==> config.mk <==
export PLATFORM = sky130hd
export DESIGN_NAME = addr_guard
export DESIGN_NICKNAME = d
export VERILOG_FILES = /design/src/rtl/addr_guard_pkg.sv /design/src/rtl/ag_range_match.sv /design/src/rtl/ag_decode.sv /design/src/rtl/ag_err_responder.sv /design/src/rtl/addr_guard.sv
export SDC_FILE = /design/constraint.sdc
export NUM_CORES = 1
export LEC_CHECK = 0
export ABC_AREA = 1
export BUFFER_PORTS_ARGS = -buffer_cell sky130_fd_sc_hd__buf_2
export CORE_MARGIN = 4
export CORE_UTILIZATION = 36
export DETAILED_ROUTE_END_ITERATION = 8
export PLACE_DENSITY_LB_ADDON = 0.1
export SLEW_MARGIN = 20
export SYNTH_ARGS = -nofsm -noshare
export SYNTH_HDL_FRONTEND = slang
export SYNTH_SLANG_ARGS = --single-unit
==> constraint.sdc <==
create_clock -name clk -period 1.2 [get_ports clk]
set_input_delay 0.3 -clock clk [delete_from_list [all_inputs] [get_ports clk]]
set_output_delay 0.3 -clock clk [all_outputs]
set_load 0.005 [all_outputs]
==> src/rtl/addr_guard_pkg.sv <==
package addr_guard_pkg;
  localparam int TGT_IDX_W = 4;
  localparam int REG_IDX_W = 4;
  localparam logic [1:0] RESP_DECERR = 2'b11;

  typedef enum logic [1:0] {
    ERR_IDLE   = 2'd0,
    ERR_WDRAIN = 2'd1,
    ERR_WRESP  = 2'd2,
    ERR_RDATA  = 2'd3
  } err_state_e;

  // inclusive window test, operands zero-extended by the caller
  function automatic logic in_window(input logic [63:0] a, input logic [63:0] lo,
                                     input logic [63:0] hi);
    return (a >= lo) && (a <= hi);
  endfunction

  // beats still owed after the current one, from the burst-length field
  function automatic logic [7:0] beats_after_first(input logic [7:0] len);
    return len;
  endfunction
endpackage

==> src/rtl/ag_range_match.sv <==
module ag_range_match #(
  parameter int ADDR_W = 32,
  parameter int NUM_WIN = 4,
  parameter logic [NUM_WIN-1:0][ADDR_W-1:0] WIN_LO = '0,
  parameter logic [NUM_WIN-1:0][ADDR_W-1:0] WIN_HI = '0
) (
  input  logic [ADDR_W-1:0]  addr,
  output logic [NUM_WIN-1:0] hit
);
  localparam int PAD = 64 - ADDR_W;

  for (genvar w = 0; w < NUM_WIN; w++) begin : g_win
    assign hit[w] = addr_guard_pkg::in_window({{PAD{1'b0}}, addr},
                                              {{PAD{1'b0}}, WIN_LO[w]},
                                              {{PAD{1'b0}}, WIN_HI[w]});
  end
endmodule

==> src/rtl/ag_decode.sv <==
module ag_decode
  import addr_guard_pkg::*;
#(
  parameter int NUM_WIN = 4,
  parameter int NUM_TGT = 4,
  parameter logic [NUM_WIN-1:0][TGT_IDX_W-1:0] WIN_TGT = '0,
  parameter logic [NUM_WIN-1:0][REG_IDX_W-1:0] WIN_REG = '0,
  parameter logic [NUM_TGT-1:0] TGT_SECURE = '0
) (
  input  logic [NUM_WIN-1:0]   hit,
  input  logic                 secure,
  output logic                 any_hit,
  output logic                 allowed,
  output logic [TGT_IDX_W-1:0] tgt,
  output logic [REG_IDX_W-1:0] region
);
  logic tgt_sec;

  // walk downwards so that the lowest matching index is written last
  always_comb begin
    tgt = '0;
    region = '0;
    for (int w = NUM_WIN - 1; w >= 0; w--) begin
      if (hit[w]) begin
        tgt = WIN_TGT[w];
        region = WIN_REG[w];
      end
    end
  end

  always_comb begin
    tgt_sec = 1'b0;
    for (int t = 0; t < NUM_TGT; t++) begin
      if (tgt == TGT_IDX_W'(t)) tgt_sec = TGT_SECURE[t];
    end
  end

  assign any_hit = |hit;
  assign allowed = any_hit && (!tgt_sec || secure);
endmodule

==> src/rtl/ag_err_responder.sv <==
module ag_err_responder
  import addr_guard_pkg::*;
#(
  parameter int ID_W = 4
) (
  input  logic            clk,
  input  logic            rst_n,
  input  logic            start_wr,
  input  logic            start_rd,
  input  logic [ID_W-1:0] id_in,
  input  logic [7:0]      len_in,
  output logic            busy,
  input  logic            wd_valid,
  input  logic            wd_last,
  output logic            wd_ready,
  output logic            b_valid,
  input  logic            b_ready,
  output logic [ID_W-1:0] b_id,
  output logic            r_valid,
  input  logic            r_ready,
  output logic [ID_W-1:0] r_id,
  output logic            r_last
);
  err_state_e state;
  logic [ID_W-1:0] id_q;
  logic [7:0] left_q;

  always_ff @(posedge clk) begin
    if (!rst_n) begin
      state  <= ERR_IDLE;
      id_q   <= '0;
      left_q <= '0;
    end else begin
      unique case (state)
        ERR_IDLE: begin
          if (start_wr) begin
            state <= ERR_WDRAIN;
            id_q  <= id_in;
          end else if (start_rd) begin
            state  <= ERR_RDATA;
            id_q   <= id_in;
            left_q <= beats_after_first(len_in);
          end
        end
        ERR_WDRAIN: if (wd_valid && wd_last) state <= ERR_WRESP;
        ERR_WRESP:  if (b_ready) state <= ERR_IDLE;
        ERR_RDATA: begin
          if (r_ready) begin
            if (left_q == 8'd0) state <= ERR_IDLE;
            else left_q <= left_q - 8'd1;
          end
        end
        default: state <= ERR_IDLE;
      endcase
    end
  end

  assign busy     = (state != ERR_IDLE);
  assign wd_ready = (state == ERR_WDRAIN);
  assign b_valid  = (state == ERR_WRESP);
  assign r_valid  = (state == ERR_RDATA);
  assign r_last   = r_valid && (left_q == 8'd0);
  assign b_id     = id_q;
  assign r_id     = id_q;
endmodule

==> src/rtl/addr_guard.sv <==
module addr_guard
  import addr_guard_pkg::*;
#(
  parameter int ADDR_W = 32,
  parameter int ID_W = 4,
  parameter int NUM_WIN = 4,
  parameter int NUM_TGT = 4,
  parameter logic [NUM_WIN-1:0][ADDR_W-1:0] WIN_LO =
    {32'h8000_0000, 32'h0001_F000, 32'h0001_0000, 32'h0000_0000},
  parameter logic [NUM_WIN-1:0][ADDR_W-1:0] WIN_HI =
    {32'h8FFF_FFFF, 32'h0002_0FFF, 32'h0001_FFFF, 32'h0000_FFFF},
  parameter logic [NUM_WIN-1:0][TGT_IDX_W-1:0] WIN_TGT = {4'd2, 4'd1, 4'd1, 4'd0},
  parameter logic [NUM_WIN-1:0][REG_IDX_W-1:0] WIN_REG = {4'd0, 4'd1, 4'd0, 4'd0},
  parameter logic [NUM_TGT-1:0] TGT_SECURE = 4'b0100
) (
  input  logic                 clk,
  input  logic                 rst_n,
  input  logic                 req_valid,
  output logic                 req_ready,
  input  logic [ADDR_W-1:0]    req_addr,
  input  logic [ID_W-1:0]      req_id,
  input  logic [7:0]           req_len,
  input  logic                 req_write,
  input  logic                 req_secure,
  output logic                 fwd_valid,
  input  logic                 fwd_ready,
  output logic [ADDR_W-1:0]    fwd_addr,
  output logic [ID_W-1:0]      fwd_id,
  output logic [7:0]           fwd_len,
  output logic                 fwd_write,
  output logic [TGT_IDX_W-1:0] fwd_target,
  output logic [REG_IDX_W-1:0] fwd_region,
  input  logic                 wd_valid,
  input  logic                 wd_last,
  output logic                 wd_ready,
  output logic                 err_b_valid,
  input  logic                 err_b_ready,
  output logic [ID_W-1:0]      err_b_id,
  output logic [1:0]           err_b_resp,
  output logic                 err_r_valid,
  input  logic                 err_r_ready,
  output logic [ID_W-1:0]      err_r_id,
  output logic [1:0]           err_r_resp,
  output logic                 err_r_last
);
  logic [NUM_WIN-1:0] win_hit;
  logic any_hit, allowed, route_err, err_busy, err_take;

  ag_range_match #(
    .ADDR_W(ADDR_W), .NUM_WIN(NUM_WIN), .WIN_LO(WIN_LO), .WIN_HI(WIN_HI)
  ) u_match (
    .addr(req_addr), .hit(win_hit)
  );

  ag_decode #(
    .NUM_WIN(NUM_WIN), .NUM_TGT(NUM_TGT), .WIN_TGT(WIN_TGT),
    .WIN_REG(WIN_REG), .TGT_SECURE(TGT_SECURE)
  ) u_dec (
    .hit(win_hit), .secure(req_secure), .any_hit(any_hit), .allowed(allowed),
    .tgt(fwd_target), .region(fwd_region)
  );

  assign route_err = !allowed;
  assign fwd_valid = req_valid && !err_busy && !route_err;
  assign req_ready = !err_busy && (route_err || fwd_ready);
  assign err_take  = req_valid && !err_busy && route_err;
  assign fwd_addr  = req_addr;
  assign fwd_id    = req_id;
  assign fwd_len   = req_len;
  assign fwd_write = req_write;

  ag_err_responder #(.ID_W(ID_W)) u_err (
    .clk(clk), .rst_n(rst_n),
    .start_wr(err_take && req_write), .start_rd(err_take && !req_write),
    .id_in(req_id), .len_in(req_len), .busy(err_busy),
    .wd_valid(wd_valid), .wd_last(wd_last), .wd_ready(wd_ready),
    .b_valid(err_b_valid), .b_ready(err_b_ready), .b_id(err_b_id),
    .r_valid(err_r_valid), .r_ready(err_r_ready), .r_id(err_r_id), .r_last(err_r_last)
  );

  assign err_b_resp = RESP_DECERR;
  assign err_r_resp = RESP_DECERR;
endmodule

# Word level (Yosys, flattened, before mapping)
# Cells that the tools add are included.
# W data, S select, Z words.
# op_classes
reduce_logical,27
div_mod_pow,0
bitwise,0
n_lt_le_gt_ge,7
mul,0
n_mux,23
n_shift,0
addsub,1
eq_ne,13
# ops
cell,count
$ge A32 B17 Y1 const B,2
$ge A32 B32 Y1 const B,1
$le A32 B16 Y1 const B,1
$le A32 B17 Y1 const B,1
$le A32 B18 Y1 const B,1
$le A32 B32 Y1 const B,1
$mux W8,4
$mux W4,5
$pmux W8 S2,1
$mux W2,7
$logic_and A1 B1 Y1,12
$reduce_and A5 Y1,2
$eq A4 B2 Y1 const B,2
$logic_not A8 Y1,1
$ne A2 B2 Y1 const B,4
$pmux W2 S4,1
$sub A8 B1 Y8 const B,1
$ne A2 B1 Y1 const B,3
$reduce_bool A2 Y1,3
$mux W1,5
$eq A2 B2 Y1 const B,2
$logic_not A1 Y1,4
$reduce_or A4 Y1,1
$ne A3 B1 Y1 const B,1
4 further kinds,5
# totals
in_bits,54
wordCells,74
n_memories,0
out_inout_bits,71
ramBits,0
rom_bits,0
latch_bits,0
regBits,14

# Logic depth before layout (Yosys ltp)
# depth
word_depth,18
depth_mapped,11
mapped_depth_nobuf,11

# Modules after synthesis
# A second synthesis with hierarchy kept.
# unflattened
hier_cells,268
hier_area_um2,1605.3
# by_module_without_submodules
module,n_inst,cells_per_inst,area_per_inst_um2,seq_area_each_um2
ag_err_responder,1,157,957.2,280.3
addr_guard,1,60,415.4,0.0
ag_range_match,1,35,142.6,0.0
ag_decode,1,16,90.1,0.0

# Least setup slack after synthesis
# Ideal clock, no wire load.
# synth_path
kind,input to register
start,input port req_addr[29]
end,register u_err.left_q[3]
required_ps,1085
stages,9
arrival_time_ps,1195
path_buffers,1
path_slack_ps,-110
setup_ps,115
cell_sequence,inv_1 -> nand3_1 -> nor2_1 -> nand2_1 -> nand4_2 -> nand2_4 -> buf_12 -> a21oi_1 -> nor2_1
# synth_via
elab_chain_cells,17
elab_cells_between_ends,29
classes_between,7 x order compare; 4 x eq/ne; 6 x mux; 12 x reduce/logical
# synth_rtl
element,line,rtl
start: declaration,addr_guard.sv:20,"input logic [ADDR_W-1:0] req_addr,"
$ge A32 B32 Y1 or $le A32 B32 Y1 (tied branches),addr_guard_pkg.sv:16,return (a >= lo) && (a <= hi);
$logic_and A1 B1 Y1,addr_guard_pkg.sv:16,
$mux W2,ag_decode.sv:24,if (hit[w]) begin
$mux W4 (2 in a row),ag_decode.sv:24,
$mux W4 (*),ag_decode.sv:24,
via fwd_target[1],addr_guard.sv:31,"output logic [TGT_IDX_W-1:0] fwd_target,"
$eq A4 B2 Y1,ag_decode.sv:34,if (tgt == TGT_IDX_W'(t)) tgt_sec = TGT_SECURE[t];
$mux W1,ag_decode.sv:34,
$mux W1 (*),ag_decode.sv:34,
$logic_not A1 Y1 (*),ag_decode.sv:39,assign allowed = any_hit && (!tgt_sec || secure);
$logic_or A1 B1 Y1 (*),ag_decode.sv:39,
$logic_and A1 B1 Y1 (*),ag_decode.sv:39,
$logic_not A1 Y1 (*),addr_guard.sv:63,assign route_err = !allowed;
$logic_and A1 B1 Y1 (*),addr_guard.sv:66,assign err_take = req_valid && !err_busy && route_err;
$logic_and A1 B1 Y1,addr_guard.sv:74,".start_wr(err_take && req_write), .start_rd(err_take && !req_write),"
$ne A2 B2 Y1 (no source line) or $ne A2 B1 Y1 (tied branches),--,
$reduce_and A5 Y1 (no source line) (*),--,
end signal: assignment,ag_err_responder.sv:42,left_q <= beats_after_first(len_in);
end signal: assignment,ag_err_responder.sv:50,else left_q <= left_q - 8'd1;
end: declaration,ag_err_responder.sv:26,logic [7:0] left_q;
# The timed path passes the listed nets; every way through them passes the cells marked *.
# A chain may end at the register's enable or synchronous reset.

# Worst setup path after layout
# layout_path
start,register u_err.left_q[4]
end,output port err_r_last
# layout_via
elab_chain_cells,2
# layout_rtl
element,line,rtl
$logic_not A8 Y1,ag_err_responder.sv:62,assign r_last = r_valid && (left_q == 8'd0);
$logic_and A1 B1 Y1,ag_err_responder.sv:62,
end: declaration,addr_guard.sv:44,output logic err_r_last
# No other way between the ends.

==> metrics <==
Cell Area, Placed=a little under 2000 µm²; via count=~1700; count of unresolved DRC violations after routing=0; number of antenna violations at the first check in global routing=0; H-tree level count=1; standard cell with the maximum stage delay on the critical path=sky130_fd_sc_hd__dfxtp_2; mean post-synth cell area=6.61 µm²; number of buffers added on ports=91; Crit path required time=approximately 0.90 ns; violated checks=setup timing; GRT Util Overall=between 10% and 20%; hold violation total from the final report=0; post-DR vias/cell=4.52; mapped cell area=1570 µm²; Compound-Gate Fraction of Synth Area=12.1%; horizontal die dimension=between 70 and 80 µm; Overall Power=just over 4 mW; hold-fix buffers at CTS=0; Die H=roughly 74 µm; EDFF count, synth=0; largest fanout on the critical path=2; routed length per instance=about 12 µm; relative contribution of combinational cells to total power=~70%; worst-case hold slack=~0.33 ns; xor/xnor share of the synthesized area=0%; MaxCap Viol Count=0; most common library cells after synthesis=59 x sky130_fd_sc_hd__buf_4, 37 x sky130_fd_sc_hd__nand2_1, 32 x sky130_fd_sc_hd__nor2_1, 21 x sky130_fd_sc_hd__inv_1; library cell occupying the most area in the post-synthesis netlist=sky130_fd_sc_hd__buf_4; total negative setup slack=-3.08 ns; number of placed cells counting well taps=between 300 and 400; Int Power=between 2 and 2.5 mW; post-route standard cell area excluding fillers=between 2000 and 3000 µm²; share of total power in sequential cells=between 15 and 20%; floorplan row count=23; final critical-path setup slack=-0.337 ns; crit-path most repeated cell=sky130_fd_sc_hd__nor2_4; final antenna diode count=0; Finished Layout Cells=377; router iterations before antenna repair=4; DR iter-0 viols=30; CP Launch Type=register; CTS Buf Count=3; DPL Wire Length=3090 µm; IR drop worst, VDD=798 µV; cell family with most CP delay=simple AND/OR/NAND/NOR gates; Critical Path Sink Type=output port; unrepaired setup endpoints after global routing=yes; post-CTS clock slew at the launch and capture registers of the worst setup and hold paths=approximately 0.060 ns; arrival time at the worst endpoint=1.24 ns; status=finished with violations; Async SR Flop Fraction=0%; weighted congestion reported at the end of routability-driven placement=0.813; WHS Path Cells=3; maximum number of pins on one net before global-route repair=15; shortest period the worst path allows=between 1.5 and 2 ns; Lkg Pwr=around 1.3 nW; Core ar.=about 4100 µm²; cell breakdown of the critical path=inv_2 > nand2_2 > nor2_4 > nand3_4 > buf_6 > nor2_4 > buf_2; Synth Register Bits=14; CTS sink cnt=14; number of buffers on the longest clock path=2; fraction of the yosys area taken by sequential cells=~18%; ranking of synthesized cells by area=sky130_fd_sc_hd__buf_4 28%, sky130_fd_sc_hd__dfxtp_1 18%, sky130_fd_sc_hd__nand2_1 8.9%, sky130_fd_sc_hd__nor2_1 7.7%, sky130_fd_sc_hd__inv_1 5.0%; fraction of post-synthesis cell area in the top cell type by area=28.3%; proportion of total power due to net switching=42.3%; TritonCTS clock tree=built; fraction of synthesized area in multiplexers=0%; first-pass GRT wire length=7010 µm; Overflow after GRT=0; top_reg_cell synth=sky130_fd_sc_hd__dfxtp_1; top-level I/O count=roughly 130; skew final=roughly 0.0027 ns; die area=5470 µm²; total wirelength of the detailed-routed design=about 4500 µm; clk_lat worst skew=around 0.24 ns; DRT antenna net count=0; Worst Reg2Reg Path Length in Cells=10; portion of the clock cycle consumed by the worst path in the final layout=128%; number of buffer and inverter stages on the critical path=3; share of the core filled with cells=between 60 and 70%; Setup-failing EPs final=22; maximum clock frequency=651 MHz; fraction of final layout cells with drive strength greater than 1=approximately three quarters; start-to-end type of the worst setup path=register to output port; combinational family with the most area after synthesis=buffers and inverters; adder and majority gate portion of the synthesized area=around 1.6%; delay of the slowest cell on the worst path=0.32 ns; fillers=between 300 and 400; area overhead of the layout relative to synthesis=63.4%; most repeated cell in the gate-level netlist after synthesis=sky130_fd_sc_hd__buf_4; ratio of total power to cell area=1570 nW/µm²; Yosys warnings=0; cell count along the critical path=7; number of nets in the layout=384; clock group share of total power=a little under an eighth; switching power total=around 1.7 mW; number of unique standard cell types used by synthesis=30; Gate Count Post-Synth=between 200 and 250; via count of the first global-routing pass=1677; Final Slew Violations=0; DP Worst Slack=-0.327 ns; CTS Root Buffer Type=sky130_fd_sc_hd__clkbuf_8; effective utilization at floorplan=a little under two fifths; fraction of the mapped netlist area in simple logic gates=approximately 31%; path type of the worst min-delay path=input port to register
## final timing paths
| kind | slack (ns) | to | from |
|---|---|---|---|
| setup reg to reg | -0.18 | u_err.left_q[6] | u_err.state[0] |
| hold / removal | 0.33 | u_err.b_id[2] | req_id[2] |
| setup / recovery | -0.34 | err_r_last | u_err.left_q[4] |
| hold reg to reg | 0.46 | u_err.b_id[2] | u_err.b_id[2] |
## cell usage in the layout (no fill, tap or decap), types with 2 or more instances in the layout
cell type | netlist | routed
sky130_fd_sc_hd__nor2_1 | 32 | 16
sky130_fd_sc_hd__nand3b_1 | 3 | 3
sky130_fd_sc_hd__o22ai_1 | 2 | 2
sky130_fd_sc_hd__nor2_4 | 1 | 13
sky130_fd_sc_hd__nor2_2 | 2 | 6
sky130_fd_sc_hd__nand4_1 | 2 | 2
sky130_fd_sc_hd__a21oi_2 | 4 | 10
sky130_fd_sc_hd__dfxtp_2 | 0 | 4
sky130_fd_sc_hd__nand2_1 | 37 | 22
sky130_fd_sc_hd__clkbuf_8 | 0 | 4
sky130_fd_sc_hd__dfxtp_4 | 0 | 2
sky130_fd_sc_hd__o21ai_0 | 10 | 4
sky130_fd_sc_hd__conb_1 | 2 | 9
sky130_fd_sc_hd__nand3_4 | 0 | 5
sky130_fd_sc_hd__nand3_1 | 12 | 2
sky130_fd_sc_hd__dfxtp_1 | 14 | 8
sky130_fd_sc_hd__nand2_4 | 1 | 5
sky130_fd_sc_hd__inv_2 | 1 | 10
sky130_fd_sc_hd__buf_2 | 0 | 78
sky130_fd_sc_hd__buf_4 | 59 | 38
sky130_fd_sc_hd__o21ai_2 | 0 | 4
sky130_fd_sc_hd__inv_4 | 0 | 2
sky130_fd_sc_hd__ha_2 | 0 | 2
sky130_fd_sc_hd__buf_6 | 2 | 23
sky130_fd_sc_hd__nand3_2 | 4 | 9
sky130_fd_sc_hd__a21oi_1 | 14 | 7
sky130_fd_sc_hd__nand2_2 | 2 | 13
sky130_fd_sc_hd__inv_1 | 21 | 10
## cells by family after synthesis
group           after synthesis
simple gates                101
buf+inv                      85
compound gates               33
flops                        14
fa+ha+maj                     2
other cells                   2
## state kept, by name (all words and copies together) (netlist names)
| name | cells |
|---|---|
| u_err.b_id | 4 |
| u_err.left_q | 8 |
| u_err.state | 2 |
## layer usage
layer	vias to the layer above	global-route usage, %	share of wire, %	routed length, µm
met5	-	0	0	0
met4	0	4.02	1.2	54
met3	8	2.43	9.9	444
met2	81	30.6	50	2250
met1	745	18.3	39	1720
li1	871	-	-	-
## worst register-to-register path: cells and delay by family, from the launching register on
kind	cells	cell delay, ns
buffers and inverters	2	0.19
flip-flops	1	0.37
AND/OR/NAND/NOR	8	0.77
## power by group through the flow
stage	sequential, mW	combinational, mW	clock (mW)
2_1_floorplan	0.721	1.29	0
3_3_place_gp	0.700	1.97	0
3_5_place_dp	0.705	1.98	0
4_1_cts	0.723	2.51	0.489
5_1_grt	0.749	3.12	0.510
6_report	0.728	2.83	0.470
## timing repair
action	4_1_cts	5_1_grt
gates cloned	2	0
setup buffers	15	3
resized for setup	63	59
pin swaps	24	22
endpoints found under the setup margin	22	23
## layout make-up
type                       instances  area (µm²)  share of cell area, %
multi-input combinational        146        1100                   42.9
timing repair buffer             140         955                   37.3
sequential                        14         293                   11.4
inverter                          23        96.3                   3.76
tap                               50        62.6                   2.44
clock buffer                       4        55.1                   2.15
Note: power is estimated with default switching activity, not from simulation.
